==> src/rtl/gpx_pkg.sv <==
package gpx_pkg;
  parameter int unsigned BYTE_W = 8;

  typedef enum logic [1:0] {
    REG_IN  = 2'd0,
    REG_OUT = 2'd1,
    REG_POL = 2'd2,
    REG_CFG = 2'd3
  } reg_sel_e;

  typedef enum logic [2:0] {
    ST_IDLE,
    ST_ADDR,
    ST_CMD,
    ST_WDATA,
    ST_TACK,
    ST_RD,
    ST_RACK,
    ST_RLOAD
  } bus_st_e;
endpackage

==> src/rtl/gpx_sync.sv <==
module gpx_sync #(
  parameter int unsigned   W       = 1,
  parameter logic [W-1:0]  RST_VAL = '0
) (
  input  logic         clk_i,
  input  logic         rst_ni,
  input  logic [W-1:0] d_i,
  output logic [W-1:0] q_o
);
  logic [W-1:0] s0_q, s1_q;

  always_ff @(posedge clk_i or negedge rst_ni) begin
    if (!rst_ni) begin
      s0_q <= RST_VAL;
      s1_q <= RST_VAL;
    end else begin
      s0_q <= d_i;
      s1_q <= s0_q;
    end
  end

  assign q_o = s1_q;
endmodule

==> src/rtl/gpx_regs.sv <==
module gpx_regs
  import gpx_pkg::*;
#(
  parameter int unsigned W = BYTE_W
) (
  input  logic         clk_i,
  input  logic         rst_ni,
  input  logic         we_i,
  input  reg_sel_e     sel_i,
  input  logic [W-1:0] wdata_i,
  input  logic [W-1:0] pins_i,
  output logic [W-1:0] rdata_o,
  output logic [W-1:0] port_o,
  output logic [W-1:0] port_oe_o
);
  logic [W-1:0] out_q, pol_q, cfg_q;

  always_ff @(posedge clk_i or negedge rst_ni) begin
    if (!rst_ni) begin
      out_q <= '1;
      pol_q <= '0;
      cfg_q <= '1;
    end else if (we_i) begin
      unique case (sel_i)
        REG_OUT: out_q <= wdata_i;
        REG_POL: pol_q <= wdata_i;
        REG_CFG: cfg_q <= wdata_i;
        default: ;  // input register is read-only
      endcase
    end
  end

  always_comb begin
    unique case (sel_i)
      REG_IN:  rdata_o = pins_i ^ pol_q;
      REG_OUT: rdata_o = out_q;
      REG_POL: rdata_o = pol_q;
      default: rdata_o = cfg_q;
    endcase
  end

  assign port_o    = out_q;
  assign port_oe_o = ~cfg_q;
endmodule

==> src/rtl/gpx_bus.sv <==
module gpx_bus
  import gpx_pkg::*;
#(
  parameter int unsigned                 STRAP_W = 3,
  parameter logic [BYTE_W-2-STRAP_W:0]   ADDR_HI = 4'b0111
) (
  input  logic               clk_i,
  input  logic               rst_ni,
  input  logic               scl_i,
  input  logic               sda_i,
  input  logic [STRAP_W-1:0] strap_i,
  input  logic [BYTE_W-1:0]  rdata_i,
  output logic               sda_oe_o,
  output logic               we_o,
  output reg_sel_e           sel_o,
  output logic [BYTE_W-1:0]  wdata_o
);
  localparam int unsigned CNT_W = $clog2(BYTE_W + 1);
  localparam logic [CNT_W-1:0] LAST = CNT_W'(BYTE_W);

  bus_st_e          st_q, nxt_q;
  logic [CNT_W-1:0] cnt_q;
  logic [BYTE_W-1:0] sh_q, tx_q;
  reg_sel_e         ptr_q;
  logic             oe_q, scl_q, sda_q;

  logic scl_rise, scl_fall, start_det, stop_det, byte_end, addr_hit;

  assign scl_rise  = scl_i & ~scl_q;
  assign scl_fall  = ~scl_i & scl_q;
  assign start_det = scl_i & scl_q & sda_q & ~sda_i;
  assign stop_det  = scl_i & scl_q & ~sda_q & sda_i;
  assign byte_end  = scl_fall && (cnt_q == LAST);
  assign addr_hit  = (sh_q[BYTE_W-1:1] == {ADDR_HI, strap_i});

  always_ff @(posedge clk_i or negedge rst_ni) begin
    if (!rst_ni) begin
      st_q  <= ST_IDLE;
      nxt_q <= ST_IDLE;
      cnt_q <= '0;
      sh_q  <= '0;
      tx_q  <= '0;
      ptr_q <= REG_IN;
      oe_q  <= 1'b0;
      scl_q <= 1'b1;
      sda_q <= 1'b1;
    end else begin
      scl_q <= scl_i;
      sda_q <= sda_i;
      if (start_det) begin
        st_q  <= ST_ADDR;
        cnt_q <= '0;
        oe_q  <= 1'b0;
      end else if (stop_det) begin
        st_q <= ST_IDLE;
        oe_q <= 1'b0;
      end else begin
        unique case (st_q)
          ST_ADDR, ST_CMD, ST_WDATA: begin
            if (scl_rise) begin
              sh_q  <= {sh_q[BYTE_W-2:0], sda_i};
              cnt_q <= cnt_q + CNT_W'(1);
            end else if (byte_end) begin
              cnt_q <= '0;
              if (st_q == ST_ADDR) begin
                if (addr_hit) begin
                  oe_q  <= 1'b1;
                  st_q  <= ST_TACK;
                  nxt_q <= sh_q[0] ? ST_RLOAD : ST_CMD;
                end else begin
                  st_q <= ST_IDLE;
                end
              end else begin
                if (st_q == ST_CMD) ptr_q <= reg_sel_e'(sh_q[1:0]);
                oe_q  <= 1'b1;
                st_q  <= ST_TACK;
                nxt_q <= ST_WDATA;
              end
            end
          end
          ST_TACK: begin
            if (scl_fall) begin
              if (nxt_q == ST_RLOAD) begin
                oe_q  <= ~rdata_i[BYTE_W-1];
                tx_q  <= {rdata_i[BYTE_W-2:0], 1'b0};
                cnt_q <= '0;
                st_q  <= ST_RD;
              end else begin
                oe_q <= 1'b0;
                st_q <= nxt_q;
              end
            end
          end
          ST_RD: begin
            if (scl_rise) begin
              cnt_q <= cnt_q + CNT_W'(1);
            end else if (scl_fall) begin
              if (cnt_q == LAST) begin
                oe_q <= 1'b0;
                st_q <= ST_RACK;
              end else begin
                oe_q <= ~tx_q[BYTE_W-1];
                tx_q <= {tx_q[BYTE_W-2:0], 1'b0};
              end
            end
          end
          ST_RACK: if (scl_rise) st_q <= sda_i ? ST_IDLE : ST_RLOAD;
          ST_RLOAD: begin
            if (scl_fall) begin
              oe_q  <= ~rdata_i[BYTE_W-1];
              tx_q  <= {rdata_i[BYTE_W-2:0], 1'b0};
              cnt_q <= '0;
              st_q  <= ST_RD;
            end
          end
          default: ;
        endcase
      end
    end
  end

  assign we_o     = (st_q == ST_WDATA) && byte_end && !start_det && !stop_det;
  assign wdata_o  = sh_q;
  assign sel_o    = ptr_q;
  assign sda_oe_o = oe_q;
endmodule

==> src/rtl/gpx_expander.sv <==
module gpx_expander
  import gpx_pkg::*;
#(
  parameter int unsigned STRAP_W = 3,
  parameter logic [BYTE_W-2-STRAP_W:0] ADDR_HI = 4'b0111
) (
  input  logic               clk_i,
  input  logic               rst_ni,
  input  logic               scl_i,
  input  logic               sda_i,
  output logic               sda_oe_o,
  input  logic [STRAP_W-1:0] strap_i,
  input  logic [BYTE_W-1:0]  port_i,
  output logic [BYTE_W-1:0]  port_o,
  output logic [BYTE_W-1:0]  port_oe_o
);
  logic              scl_s, sda_s, bus_we;
  logic [BYTE_W-1:0] pins_s, rdata, wdata;
  reg_sel_e          bus_sel;

  gpx_sync #(.W(2), .RST_VAL(2'b11)) u_sync_bus (
    .clk_i, .rst_ni, .d_i({scl_i, sda_i}), .q_o({scl_s, sda_s})
  );

  gpx_sync #(.W(BYTE_W), .RST_VAL('0)) u_sync_pins (
    .clk_i, .rst_ni, .d_i(port_i), .q_o(pins_s)
  );

  gpx_bus #(.STRAP_W(STRAP_W), .ADDR_HI(ADDR_HI)) u_bus (
    .clk_i, .rst_ni,
    .scl_i(scl_s), .sda_i(sda_s), .strap_i,
    .rdata_i(rdata), .sda_oe_o,
    .we_o(bus_we), .sel_o(bus_sel), .wdata_o(wdata)
  );

  gpx_regs #(.W(BYTE_W)) u_regs (
    .clk_i, .rst_ni,
    .we_i(bus_we), .sel_i(bus_sel), .wdata_i(wdata), .pins_i(pins_s),
    .rdata_o(rdata), .port_o, .port_oe_o
  );
endmodule

==> config.mk <==
export PLATFORM = sky130hd
export DESIGN_NAME = gpx_expander
export DESIGN_NICKNAME = d
export VERILOG_FILES = /design/src/rtl/gpx_pkg.sv /design/src/rtl/gpx_sync.sv /design/src/rtl/gpx_regs.sv /design/src/rtl/gpx_bus.sv /design/src/rtl/gpx_expander.sv
export SDC_FILE = /design/constraint.sdc
export NUM_CORES = 1
export LEC_CHECK = 0
export ABC_CLOCK_PERIOD_IN_PS = 2220
export BUFFER_PORTS_ARGS = -buffer_cell sky130_fd_sc_hd__buf_2
export CAP_MARGIN = 20
export CORE_ASPECT_RATIO = 1.5
export CORE_UTILIZATION = 25
export CTS_CLUSTER_SIZE = 30
export DETAILED_ROUTE_END_ITERATION = 16
export PLACE_DENSITY_LB_ADDON = 0.12
export SLEW_MARGIN = 40
export SYNTH_ARGS = -nofsm -noshare
export SYNTH_HDL_FRONTEND = slang
export SYNTH_SLANG_ARGS = --single-unit
==> constraint.sdc <==
create_clock -name clk_i -period 2.22 [get_ports clk_i]
set_input_delay 0.222 -clock clk_i [delete_from_list [all_inputs] [get_ports clk_i]]
set_output_delay 0.222 -clock clk_i [all_outputs]
set_load 0.01 [all_outputs]
After elaboration in Yosys (flattened, before gate mapping)
Index checks and enable logic that the tools add are counted.
{"block": "word_totals", "inputBits": 15, "out_inout_bits": 17, "register_bits": 75, "word_cells": 141}
{"block": "classes", "bitwise_logic": 19, "muxes": 48, "eq_ne": 35, "add_sub_neg": 1, "reduce_logical": 22}
{"operator": "3-bit 2-to-1 mux", "n": 17}
{"operator": "8-bit 2-to-1 mux", "n": 6}
{"operator": "8-bit one-hot mux with 3 select lines", "n": 2}
{"operator": "4-bit 2-to-1 mux", "n": 8}
{"operator": "4-bit by 1-bit != test with 1-bit output (second input constant)", "n": 7}
{"operator": "9-bit AND reduction", "n": 2}
{"operator": "4-bit one-hot mux with 4 select lines", "n": 1}
{"operator": "3-bit equality test (second input constant)", "n": 5}
{"operator": "3-bit one-hot mux with 5 select lines", "n": 1}
{"operator": "7-bit AND reduction", "n": 2}
{"operator": "1-bit 2-to-1 mux", "n": 12}
{"operator": "2-bit by 1-bit != test with 1-bit output (second input constant)", "n": 6}
{"operator": "3-bit by 1-bit != test with 1-bit output (second input constant)", "n": 4}
{"operator": "1-bit inverter", "n": 10}
{"operator": "4-bit != test (second input constant)", "n": 2}
{"operator": "8-bit inverter", "n": 1}
{"operator": "8-bit AND reduction", "n": 1}
{"operator": "8-bit XOR", "n": 1}
{"operator": "1-bit AND", "n": 7}
{"operator": "7-bit by 6-bit equality test with 1-bit output", "n": 1}
{"operator": "7-bit nonzero test", "n": 1}
{"operator": "3-bit by 2-bit equality test with 1-bit output (second input constant)", "n": 2}
{"operator": "2-bit AND reduction", "n": 3}
{"operator": "6-bit AND reduction", "n": 1}
{"operator": "other kinds (16)", "n": 22}

Depth between registers and ports, before layout
{"block": "depth", "depth_word": 8, "mapped_depth": 8, "depth_no_buf": 7}

Modules after synthesis
Synthesis repeated with hierarchy kept, for this count alone.
{"block": "unflattened", "hier_cells": 286, "hier_area_um2": 3669.8}
{"mod": "gpx_bus", "n_inst": 1, "seq_area_each_um2": 753.2, "area_each_um2": 1788.0, "cells_per_inst": 161}
{"mod": "gpx_regs", "n_inst": 1, "seq_area_each_um2": 620.6, "area_each_um2": 1376.3, "cells_per_inst": 105}
{"mod": "gpx_sync at u_sync_pins", "n_inst": 1, "seq_area_each_um2": 400.4, "area_each_um2": 400.4, "cells_per_inst": 16}
{"mod": "gpx_sync at u_sync_bus", "n_inst": 1, "seq_area_each_um2": 105.1, "area_each_um2": 105.1, "cells_per_inst": 4}

Least setup slack after synthesis
Ideal clock, no wire load.
{"block": "synth_path", "path_kind": "register -> register", "startpoint": "reg u_bus.cnt_q[0]", "endpoint": "reg u_regs.pol_q[0]", "arrival_time_ps": 1810, "path_buffers": 0, "required_time_ps": 2095, "path_stages_with_launch": 8, "synth_period_minus_slack_ps": 1935, "slack_ps": 285, "cell_sequence": "dfrtp_1 inv_1 ha_1 nand3b_4 nor3_4 nand4_1 nor2_2 mux2_2"}
{"block": "synth_via", "elab_chain_cells": 6}
{"item": "start: declaration", "line_no": "gpx_bus.sv:22", "rtl": "logic [CNT_W-1:0] cnt_q;"}
{"item": "start signal: assignment", "line_no": "gpx_bus.sv:62", "rtl": "cnt_q <= cnt_q + CNT_W'(1);"}
{"item": "start signal: assignment", "line_no": "gpx_bus.sv:96", "rtl": "cnt_q <= cnt_q + CNT_W'(1);"}
{"item": "4-bit equality test", "line_no": "gpx_bus.sv:33", "rtl": "assign byte_end = scl_fall && (cnt_q == LAST);"}
{"item": "1-bit logical AND", "line_no": "gpx_bus.sv:33"}
{"item": "1-bit logical AND (3 in series)", "line_no": "gpx_bus.sv:122", "rtl": "assign we_o = (st_q == ST_WDATA) && byte_end && !start_det && !stop_det;"}
{"item": "2-bit AND reduction (no source line)"}
{"item": "end signal: assignment", "line_no": "gpx_regs.sv:26", "rtl": "REG_POL: pol_q <= wdata_i;"}
{"item": "end: declaration", "line_no": "gpx_regs.sv:16", "rtl": "logic [W-1:0] out_q, pol_q, cfg_q;"}
No other way between the ends.
A chain may end at the register's enable or synchronous reset.

Final worst setup path
{"block": "layout_path", "startpoint": "reg u_bus.cnt_q[0]", "endpoint": "reg u_regs.cfg_q[6]"}
{"block": "layout_via", "elab_chain_cells": 6}
{"item": "4-bit equality test", "line_no": "gpx_bus.sv:33"}
{"item": "1-bit logical AND", "line_no": "gpx_bus.sv:33"}
{"item": "1-bit logical AND (3 in series)", "line_no": "gpx_bus.sv:122"}
{"item": "2-bit AND reduction (no source line)"}
{"item": "end signal: assignment", "line_no": "gpx_regs.sv:27", "rtl": "REG_CFG: cfg_q <= wdata_i;"}
{"item": "end: declaration", "line_no": "gpx_regs.sv:16"}
No other way between the ends.

==> summary.md <==
| Metric | Value |
|---|---|
| Outcome | complete, no violations |
| Buffers on Ports | 31 |
| Clock input transition at the sequential cells of the worst setup and hold paths | around 0.060 ns |
| Capture instance of the worst register-to-register path | u_regs.cfg_q[6] |
| Hold crit path type | reg2reg |
| Core area | 14000 um^2 |
| Xor and xnor area share after synthesis | ~2.2% |
| Clk sink count | 74 |
| Switch Pwr | around 0.73 mW |
| Clock tree skew after final layout | roughly 0.008 ns |
| Setup TNS | 0 ns |
| Max-slew headroom at the worst pin | roughly two thirds |
| Part of the total power dissipated in combinational logic | between 6 and 7% |
| CTS tree | yes |
| Number of violations of the max-capacitance limit | 0 |
| Worst setup path class | reg2reg |
| Cell count after synthesis | between 200 and 300 |
| Data arrival time of the critical path | between 2 and 2.5 ns |
| Dominant register cell in the synthesized netlist | sky130_fd_sc_hd__dfrtp_1 |
| R2r startpoint | u_bus.cnt_q[0] |
| Clock latency reported for the late side of the worst-skew pair | between 0.3 and 0.4 ns |
| Die Wd | between 90 and 100 um |
| Number of inserted diodes | 0 |
| Cells on worst reg2reg path | 8 |
| Via count normalized by instance count | ~4.5 |
| Post-synthesis cell type with the largest combined area | sky130_fd_sc_hd__dfrtp_1 |
| Area of the die | about 15000 um^2 |
| Highest clock rate | just under 500 MHz |
| Final Hold Violating Endpoints | 0 |
| Post-Route WL | 9.12 mm |
| Maximum number of pins on one net before global-route repair | 38 |
| Avg Inst Size Synth | roughly 12 um^2 |
| Instance area at placement | approximately 4000 um^2 |
| RSZ-0062 raised after global routing | no |
| Count of unique library cells instantiated by Yosys | just over 60 |
| Post-synthesis instance area | between 3000 and 4000 um^2 |
| Total Nets Final | just under 400 |
| Global Route met1 Usage | roughly 15% |
| Worst stage delay on the critical path | about 0.4 ns |
| Fraction of the mapped netlist area in compound gates | a little under a tenth |
| Final number of max-transition violations | 0 |
| Top cell types by occurrence after synthesis | sky130_fd_sc_hd__dfrtp_1, sky130_fd_sc_hd__mux2_2, sky130_fd_sc_hd__inv_1, sky130_fd_sc_hd__dfstp_2, sky130_fd_sc_hd__nand2_1 |
| Fraction of layout instances using a drive strength above 1 | about 41% |
| First-pass GRT wire length | 15.0 mm |
| Synthesized-area fraction occupied by and/or/nand/nor cells | ~15% |
| Slew of the pin with the lowest slew margin | just over 0.5 ns |
| Arithmetic-cell share of the synthesized area counting full adders, half adders and majority gates | less than 1% |
| Synth-to-Final Area Change | 27.9% |
| Average detailed-routed wire length per instance | 16.1 um |
| Cts bufs inserted | 9 |
| Critical path startpoint | u_bus.cnt_q[0] |
| Buf/Inv on CP | 2 |
| Clock period minus final worst setup slack | just over 2 ns |
| Number of flip-flops and latches in the synthesized netlist | 74 |
| Share of the yosys chip area belonging to registers | 52.7% |
| Setup crit start kind | register |
| Share of Yosys cell area claimed by the top area cell type | between 30 and 40% |
| Post-Place Setup Slack | between 0.15 and 0.2 ns |
| Multiplexer area fraction after synthesis | between 15 and 20% |
| Stages on worst setup path | 8 |
| Clock buffer depth | 2 |
| Most used standard cell by instance count after synthesis | sky130_fd_sc_hd__dfrtp_1 |
| Row count | between 50 and 60 |
| Area of all placed cells without fillers | around 4600 um^2 |
| Storage cell area | between 1500 and 2000 um^2 |
| CP max stage cell | sky130_fd_sc_hd__dfrtp_1 |
| Critical path data required time | 2.48 ns |
| Endpoint kind of the worst setup timing path | register |
| Routed Antenna Nets | 0 |
| GRT busiest layer | met2 |
| Switching Share | between 20% and 30% |
| Half-perimeter wire length after detailed placement | approximately 6.5 mm |
| Fin util | roughly a third |
| DRC violations left | 0 |
| Overall global routing resource usage | between 10 and 15% |
| Vias | 2531 |
| Number of detailed-route iterations in the first pass | 4 |
| Number of enable flip-flop cells after synthesis | 0 |
| Part of the cycle the worst path needs | between 90% and 100% |
| Clock root buffer master | sky130_fd_sc_hd__clkbuf_16 |
| Leading post-synthesis cells by cell area | sky130_fd_sc_hd__dfrtp_1, sky130_fd_sc_hd__dfstp_2, sky130_fd_sc_hd__mux2_2 |
| Number of ports placed on the die boundary | 32 |
| Footprint of the multi-input gates | approximately 1500 um^2 |
| Antenna violations before repair | 0 |
| Final Setup Violations | 0 |
| Die outline height | between 100 and 150 um |
| Dominant combinational cell family by area after synthesis | multiplexers |
| # H-tree levels | 3 |
| Critical path's top delay family | simple AND/OR/NAND/NOR gates |
| YS warnings | 0 |
| Met3 demand-to-capacity share in global routing | ~3% |
| Clock network fraction of total power | 50.8% |
| Worst-path cell chain | inv_1, ha_2, nand3b_4, nor3_4, nand4_1, or2_1, buf_4, mux2_4 |
| Net count of the mapped netlist | 316 |
| Peak supply drop | about 300 uV |
| Initial core utilization | ~25% |
| Global Route met2 Usage | approximately a quarter |
| CP Max Fanout | 5 |
| Static Leak | between 2 and 2.5 nW |
| Ys async rst share | 100% |
| Fill count | 1459 |
| Capture point of the worst path | u_regs.cfg_q[6] |
| Post-route setup slack | around 0.17 ns |
| Internal | approximately 2.7 mW |
| Ratio of total power to cell area | around 740 nW/um^2 |
| Number of global-route vias before repair | ~2700 |
| Worst setup slack for register-to-register paths | ~0.17 ns |
| Placer congestion estimate | 0.822 |
| Sequential cell fraction of total power | a little over two fifths |
| Violation count after the first detailed-routing iteration | approximately 110 |
| Sum of overflow across all layers after global routing | 0 |
## registers in the layout, summed over array words and instances, names as in the netlist, 2 cells and up
register          flops
u_bus.wdata_o         8
u_regs.cfg_q          8
u_regs.pol_q          8
u_regs.port_o         8
u_sync_pins.q_o       8
u_sync_pins.s0_q      8
u_bus.tx_q            7
u_bus.cnt_q           4
u_bus.nxt_q           3
u_bus.st_q            3
u_bus.sel_o           2
u_sync_bus.q_o        2
u_sync_bus.s0_q       2
## how the worst min path moves through the flow
stage | start | endpoint | slack, ns | depth (start not counted)
2_1_floorplan | rst_ni | u_bus.cnt_q[0] | -0.07 | 0
3_3_place_gp | rst_ni | u_bus.nxt_q[2] | 0.23 | 1
3_5_place_dp | rst_ni | u_bus.wdata_o[1] | 0.23 | 1
4_1_cts | u_sync_pins.s0_q[5] | u_sync_pins.q_o[5] | 0.35 | 0
5_1_grt | u_sync_pins.s0_q[4] | u_sync_pins.q_o[4] | 0.35 | 0
6_report | u_sync_pins.s0_q[4] | u_sync_pins.q_o[4] | 0.35 | 0
## timing repair
item                       in CTS  in global routing
hold buffers                   11                  0
resized for setup               0                  1
hold endpoints to repair       34                  0
buffers inserted                0                  0
setup endpoints to repair       0                 10
## power by group through the flow
stage	clock [mW]	sequential (mW)	combinational [mW]
6_report	1.72	1.45	0.214
5_1_grt	1.83	1.46	0.244
2_1_floorplan	0	1.45	0.122
4_1_cts	1.77	1.45	0.218
3_5_place_dp	0	1.47	0.203
3_3_place_gp	0	1.48	0.201
## final cells by class
cell class	instances	area share [%]
Multi-Input combinational cell	190	33.3
Clock inverter	5	2.20
Clock buffer	11	5.54
Sequential cell	74	41.2
Tap cell	192	5.27
Inverter	25	2.06
Timing Repair Buffer	68	10.4
## cell families (layout without fill, tap and decap cells)
logic type	after synthesis	after routing
simple gates	82	82
flops	74	74
compound gates	49	49
mux	48	48
buf+inv	35	109
xor+xnor	9	9
fa+ha+maj	2	2
## per-layer routing
metal	share of wire (%)	wire length [um]
met5	0	0
met4	2.6	239
met3	2.5	225
met2	54	4950
met1	41	3710
## placed cells by master, fill, tap and decap left out, types with 4 or more instances in the layout
cell / synthesis / layout
sky130_fd_sc_hd__a21oi_1: 8 / 8
sky130_fd_sc_hd__a31oi_1: 9 / 9
sky130_fd_sc_hd__buf_2: 4 / 30
sky130_fd_sc_hd__buf_4: 0 / 26
sky130_fd_sc_hd__clkbuf_16: 0 / 9
sky130_fd_sc_hd__dfrtp_1: 52 / 52
sky130_fd_sc_hd__dfstp_2: 22 / 22
sky130_fd_sc_hd__dlygate4sd3_1: 0 / 11
sky130_fd_sc_hd__inv_1: 24 / 24
sky130_fd_sc_hd__mux2_2: 35 / 35
sky130_fd_sc_hd__mux2_4: 7 / 7
sky130_fd_sc_hd__mux2i_1: 6 / 6
sky130_fd_sc_hd__nand2_1: 21 / 21
sky130_fd_sc_hd__nand2b_1: 8 / 8
sky130_fd_sc_hd__nand3_1: 7 / 7
sky130_fd_sc_hd__nand4_1: 4 / 4
sky130_fd_sc_hd__nor2_1: 11 / 11
sky130_fd_sc_hd__o21ai_0: 8 / 8
sky130_fd_sc_hd__xnor2_1: 5 / 5
sky130_fd_sc_hd__xor2_1: 4 / 4
## per-stage QoR
step                      total power [mW]  cells  hold slack [ns]
after floorplan                       1.58    299          -0.0736
after global placement                1.68    538            0.234
after detailed placement              1.68    538            0.233
after CTS                             3.44    565            0.348
after global routing                  3.53    565            0.351
final                                 3.39    565            0.347
## worst reg2reg max path, stage by stage (launching register included)
cell and delay [ns]:
sky130_fd_sc_hd__dfrtp_1 0.39, sky130_fd_sc_hd__inv_1 0.10, sky130_fd_sc_hd__ha_2 0.22, sky130_fd_sc_hd__nand3b_4 0.12
sky130_fd_sc_hd__nor3_4 0.24, sky130_fd_sc_hd__nand4_1 0.17, sky130_fd_sc_hd__or2_1 0.27, sky130_fd_sc_hd__buf_4 0.17
sky130_fd_sc_hd__mux2_4 0.30
Note: power is estimated with default switching activity, not from simulation.
